<file path="config.mk">
export PLATFORM = sky130hd
export DESIGN_NAME = tally_cascade
export DESIGN_NICKNAME = d
export VERILOG_FILES = /design/src/rtl/tally_pkg.sv /design/src/rtl/tally_skew.sv /design/src/rtl/tally_step.sv /design/src/rtl/tally_cascade.sv
export SDC_FILE = /design/constraint.sdc
export NUM_CORES = 1
export LEC_CHECK = 0
export ABC_AREA = 1
export BUFFER_PORTS_ARGS = -buffer_cell sky130_fd_sc_hd__buf_2
export CORE_MARGIN = 8
export CORE_UTILIZATION = 60
export CTS_BUF_LIST = sky130_fd_sc_hd__clkbuf_8
export CTS_CLUSTER_DIAMETER = 200
export DETAILED_ROUTE_END_ITERATION = 10
export PLACE_DENSITY = 0.79
export SYNTH_ARGS = -nofsm -noshare
export SYNTH_HDL_FRONTEND = slang
export SYNTH_HIERARCHICAL = 1
export SYNTH_SLANG_ARGS = --single-unit
</file>
<file path="constraint.sdc">
create_clock -name clk -period 0.9 [get_ports clk]
set_input_delay 0.09 -clock clk [delete_from_list [all_inputs] [get_ports clk]]
set_output_delay 0.09 -clock clk [all_outputs]
set_load 0.02 [all_outputs]
</file>
<file path="src/rtl/tally_pkg.sv">
package tally_pkg;
  localparam int MAX_W = 64;

  // One step of the tally: hand the vector on, or move it up one line with line 0 forced low.
  function automatic logic [MAX_W-1:0] step_shift(input logic [MAX_W-1:0] v, input logic b);
    return b ? {v[MAX_W-2:0], 1'b0} : v;
  endfunction

  // Starting vector of the chain: count zero.
  function automatic logic [MAX_W-1:0] count_zero();
    return {{(MAX_W-1){1'b0}}, 1'b1};
  endfunction
endpackage

</file>
<file path="src/rtl/tally_skew.sv">
module tally_skew #(
  parameter int DEPTH = 0
) (
  input  logic clk,
  input  logic rst_n,
  input  logic d,
  output logic q
);
  logic tap [0:DEPTH];
  assign tap[0] = d;

  for (genvar i = 0; i < DEPTH; i++) begin : g_tap
    always_ff @(posedge clk or negedge rst_n) begin
      if (!rst_n) tap[i+1] <= 1'b0;
      else        tap[i+1] <= tap[i];
    end
  end

  assign q = tap[DEPTH];
endmodule

</file>
<file path="src/rtl/tally_step.sv">
module tally_step #(
  parameter int W   = 9,
  parameter int IDX = 0,
  parameter int REG = 1
) (
  input  logic         clk,
  input  logic         rst_n,
  input  logic [W-1:0] hot_i,
  input  logic         bit_i,
  output logic [W-1:0] hot_o
);
  localparam int MW = tally_pkg::MAX_W;

  logic [W-1:0] hot_next;
  assign hot_next = W'(tally_pkg::step_shift(MW'(hot_i), bit_i));

  if (REG != 0) begin : g_reg
    always_ff @(posedge clk or negedge rst_n) begin
      if (!rst_n) hot_o <= W'(tally_pkg::count_zero());
      else        hot_o <= hot_next;
    end
  end else begin : g_wire
    assign hot_o = hot_next;
  end


  step_onehot_chk: assert property (@(posedge clk) disable iff (!rst_n)
    $countones(hot_o) == 1);


  no_overflow_chk: assert property (@(posedge clk) disable iff (!rst_n)
    !(bit_i && hot_i[W-1]));

  if (IDX + 2 <= W - 1) begin : g_bound

    lane_bound_chk: assert property (@(posedge clk) disable iff (!rst_n)
      hot_o[W-1:IDX+2] == '0);
  end
endmodule

</file>
<file path="src/rtl/tally_cascade.sv">
module tally_cascade #(
  parameter int N_IN      = 8,
  parameter int PIPELINED = 1
) (
  input  logic            clk,
  input  logic            rst_n,
  input  logic            in_valid,
  input  logic [N_IN-1:0] in_bits,
  output logic            out_valid,
  output logic [N_IN:0]   out_hot
);
  localparam int W       = N_IN + 1;
  localparam int LATENCY = (PIPELINED != 0) ? N_IN : 0;

  logic [W-1:0]    chain [0:N_IN];
  logic [N_IN-1:0] aligned_bits;

  assign chain[0] = W'(tally_pkg::count_zero());

  for (genvar k = 0; k < N_IN; k++) begin : g_stage
    tally_skew #(.DEPTH((PIPELINED != 0) ? k : 0)) u_skew (
      .clk(clk), .rst_n(rst_n), .d(in_bits[k]), .q(aligned_bits[k])
    );
    tally_step #(.W(W), .IDX(k), .REG(PIPELINED)) u_step (
      .clk(clk), .rst_n(rst_n), .hot_i(chain[k]),
      .bit_i(aligned_bits[k]), .hot_o(chain[k+1])
    );
  end

  tally_skew #(.DEPTH(LATENCY)) u_valid_skew (
    .clk(clk), .rst_n(rst_n), .d(in_valid), .q(out_valid)
  );

  assign out_hot = chain[N_IN];


  out_onehot_chk: assert property (@(posedge clk) disable iff (!rst_n)
    $onehot0(out_hot) && out_hot != '0);
endmodule

</file>
* Word-level counts from Yosys, hierarchy flattened
Index checks and enable logic that the tools add are counted.
** Operators by class
- Multiplexer cells :: 8
** Operator list (number)
- $mux W9 :: 6
- $mux W3 :: 1
- $mux W2 :: 1
** Word-level totals
- Register bits :: 101
- Bits of input ports :: 11
- Output and inout bits :: 10

* Depth between registers and ports, before layout
- Depth after elaboration :: 1
- Depth in mapped cells :: 5
- Gate-level depth less buffers :: 3

* By module
The synthesis kept the hierarchy.
** By module, submodules not included
- tally_step :: instances 8, cells an instance 37, area each 339.1 um2, sequential area each 226.5 um2
- tally_skew at u_valid_skew :: instances 1, cells an instance 8, area each 200.2 um2, sequential area each 200.2 um2
- tally_skew at g_stage[7].u_skew :: instances 1, cells an instance 7, area each 175.2 um2, sequential area each 175.2 um2
- tally_skew at g_stage[6].u_skew :: instances 1, cells an instance 6, area each 150.1 um2, sequential area each 150.1 um2
- tally_skew at g_stage[5].u_skew :: instances 1, cells an instance 5, area each 125.1 um2, sequential area each 125.1 um2
- tally_skew at g_stage[4].u_skew :: instances 1, cells an instance 4, area each 100.1 um2, sequential area each 100.1 um2
- tally_skew at g_stage[3].u_skew :: instances 1, cells an instance 3, area each 75.1 um2, sequential area each 75.1 um2
- tally_skew at g_stage[2].u_skew :: instances 1, cells an instance 2, area each 50.0 um2, sequential area each 50.0 um2
- tally_skew at g_stage[1].u_skew :: instances 1, cells an instance 1, area each 25.0 um2, sequential area each 25.0 um2
- tally_cascade :: instances 1, cells an instance 2, area each 7.5 um2, sequential area each 0.0 um2
- tally_skew at g_stage[0].u_skew :: instances 1, cells an instance 1, area each 7.5 um2, sequential area each 0.0 um2

* Worst setup path before layout
Ideal clock, no wire load.
- Kind :: register to register
- Start point :: reg g_stage[1].u_skew.tap (netlist bit g_stage[1].u_skew/q)
- End point :: reg g_stage[1].u_step.hot_o[1]
- Setup time :: 0.065 ns
- Arrival :: 0.664 ns
- Required time :: 0.835 ns
- Setup slack :: 0.172 ns
- Cell stages (with the launch flop) :: 5
- Period minus slack after synthesis :: 0.728 ns
- Cell sequence :: dfrtp_1 -> buf_6 -> inv_2 -> nand2_1 -> nand2_1
** On the way
- Longest elaborated chain between the ends :: 1
** RTL lines
- start, declared :: RTL line tally_skew.sv:9 : logic tap [0:DEPTH];
- start signal, assigned by index :: RTL line tally_skew.sv:15 : else tap[i+1] <= tap[i];
- $mux W3 :: RTL line tally_pkg.sv:6 : return b ? {v[MAX_W-2:0], 1'b0} : v;
- via g_stage[1].u_step.hot_next[1] :: RTL line tally_step.sv:14 : logic [W-1:0] hot_next;
- end signal, assigned :: RTL line tally_step.sv:19 : if (!rst_n) hot_o <= W'(tally_pkg::count_zero());
- end signal, assigned :: RTL line tally_step.sv:20 : else hot_o <= hot_next;
- end, declared :: RTL line tally_step.sv:10 : output logic [W-1:0] hot_o
The timed path passes the listed nets, and every way through them passes these cells.

* Worst setup path after layout
- Start point :: reg g_stage[7].u_step.hot_o[0]
- End point :: out out_hot[0]
** RTL lines
- start, declared :: RTL line tally_step.sv:10
- start signal, assigned :: RTL line tally_step.sv:19
- start signal, assigned :: RTL line tally_step.sv:20
- end, declared :: RTL line tally_cascade.sv:10 : output logic [N_IN:0] out_hot
No word-level cell between the ends.

==> reports/qor.csv <==
stage,metric,value,unit
power,peakVddDrop,1183,uV
placed_design,numPortBuffers,20,
floorplan,initial_utilization,61.65,%
yosys,synthCells,335,
worst_setup_path,cp-end-kind,output port,
power,finalPower,8.990,mW
yosys,yosys.area.top_type,dfrtp_1,
worst_setup_path,cp_slowest_cell,dfstp_2,
run,max_cap_viol_count,0,
yosys,synth.distinct_cells,9,
floorplan,die_height,93.77,um
detailed_routing,wl_met2,3.040,mm
timing,rsz0062_at_grt,yes,
worst_setup_path,startpoint_type,flip-flop,
placed_design,dp_hpwl,3.691,mm
global_route,grt_max_degree,59,
timing,setup_viol,10,
detailed_routing,drt-met1-wl,1.946,mm
worst_setup_path,slowest_delay,0.54,ns
final_layout,fin_cells,469,
power,leakage,2.285,nW
placed_design,dp_slack,-0.04051,ns
clocking,clock_sinks,108,
clocking,clockBufferDepth,2,
detailed_routing,highest_layer,met4,
placed_design,placed_cells,442,
detailed_routing,avgRoutedWirePerCell,11.46,um
yosys,synth_seq_cells,108,
final_layout,final_util,71.90,%
clocking,clk_transition_reported_paths,0.09,ns
worst_setup_path,critPathRequiredTime,0.81,ns
yosys,synth_top_area_share,68.97,%
floorplan,rows,28,
final_layout,multi_input_area,814.5,um2
global_route,grt_pass1_vias,2376,
floorplan,die_w,93.77,um
yosys,ys_top_cells_by_area,"dfrtp_1, nand2_1, dfstp_2, buf_6, inv_1",
final_layout,final_common_cell,nand2_1,
worst_setup_path,startpoint,g_stage[7].u_step/hot_o[0]$_DFF_PN1_,
worst_setup_path,arrival,0.99,ns
global_route,grt-ovfl-total,0,
timing,period_share,120.4,%
clocking,clk_latency,0.35,ns
worst_setup_path,crit_fanout,1,
clocking,cts_tree,yes,
final_layout,seqCellArea,2718,um2
timing,period_minus_slack,1.083,ns
detailed_routing,drt_wl_total,5.373,mm
yosys,ys_seq_area_share,74.76,%
worst_setup_path,path_delay_family,flip-flops,
timing,worst_slack,-0.1833,ns
worst_setup_path,worstSetupPathType,flip-flop to output port,
global_route,antenna_found_initial,0,
global_route,grt_usage,13.89,%
detailed_routing,postRouteAntennaNets,0,
worst_setup_path,path_cells,buf_6,
floorplan,fp.dieArea,8792,um2
detailed_routing,viasPerCell,4.693,
final_layout,syn_to_final_growth,16.62,%
clocking,cts_buffers,9,
status,violations,negative setup slack,
worst_setup_path,rr_startpoint,g_stage[7].u_skew/q$_DFF_PN0_,
detailed_routing,drtIter0Drc,68,
floorplan,core_area,5886,um2
detailed_routing,firstDrtPassIters,4,
yosys,yosys_warnings,6,
timing,fmax,923.1,MHz
placed_design,gp_congestion,0.7443,
hold_path,hp-class,primary input to async pin,
final_layout,n_fill_cell,400,
timing,fin_skew,0.007044,ns
timing,hold_violations,0,
timing,setup_tns,-0.6130,ns
detailed_routing,drc_errors,0,
clocking,htree_levels,3,
final_layout,final_cell_mix,"nand2_1, dfrtp_1, conb_1",
final_layout,diodes,0,
yosys,syn_avg_cell_area,10.83,um2
floorplan,ios,21,
power,p_per_area,2124,nW/um2
worst_setup_path,path_buf_inv,1,
final_layout,drive_gt1_share,15.74,%
status,outcome,"finished, violations left",
detailed_routing,num_vias,2201,
final_layout,layout.nets,400,
yosys,netlist_area,3628,um2
detailed_routing,dr_wl_met3,225,um
timing,slew_viol_final,0,
clocking,cts_root_buffer,clkbuf_8,
global_route,grt_pass1_wl,9.466,mm
## final cells by class
type | instances | share of cell area (%)
clock inverter | 6 | 1.538
sequential | 108 | 64.22
multi-input combinational | 217 | 19.25
tap | 75 | 2.218
inverter | 16 | 1.419
clock buffer | 10 | 3.253
timing repair buffer | 37 | 8.102
## cell usage after synthesis
library cell,number
buf_6,8
buf_4,1
nor2_1,8
conb_1,2
dfrtp_1,100
inv_2,8
nand2_1,192
dfstp_2,8
inv_1,8
## registers in the layout, indices dropped and copies added, names as in the netlist
name	flops
u_valid_skew/q	1
g_stage.u_skew/q	7
g_stage.u_step/hot_o	72
g_stage.u_skew/tap	21
u_valid_skew/tap	7
## timing repair
| action | 4_1_cts | 5_1_grt |
|---|---|---|
| hold endpoints to repair | 112 | 0 |
| buffers inserted | 0 | 1 |
| setup endpoints to repair | 27 | 19 |
| hold buffers | 10 | 0 |
| gates resized for setup | 23 | 2 |
## stage by stage
step	hold slack, ns	cell area (um2)
final	0.09430	4232
after global routing	0.08383	4232
after CTS	0.07822	4223
after detailed placement	-0.09786	3854
after global placement	-0.09759	3854
after floorplan	-0.2056	3685
## routing by layer
metal	GRT usage, %	up-vias
li1	-	1082
met1	12.02	1067
met2	26.72	35
met3	3.277	17
met4	10.17	0
met5	0	-
## logic make-up after synthesis
kind of cell / Yosys count / share of synthesized area (%)
buf+inv: 25 / 4.345
other cells: 2 / 0.2070
simple gates: 200 / 20.69
flops: 108 / 74.76
## report_power, final
group	internal [mW]	switching, mW
Sequential	5.24	0.197
Combinational	0.287	0.406
Clock	1.36	1.51
## worst paths after layout
kind,cells past startpoint,end,slack (ns)
max,1,out_hot[0],-0.18
min,2,u_valid_skew/q$_DFF_PN0_,0.09
max reg2reg,3,g_stage[7].u_step/hot_o[2]$_DFF_PN0_,0.05
min reg2reg,0,g_stage[6].u_skew/tap[1]$_DFF_PN0_,0.35
max in group asynchronous,3,g_stage[2].u_step/hot_o[0]$_DFF_PN1_,0.28
min in group clk,0,g_stage[6].u_skew/tap[1]$_DFF_PN0_,0.35
(Power assumes the default switching activity.)
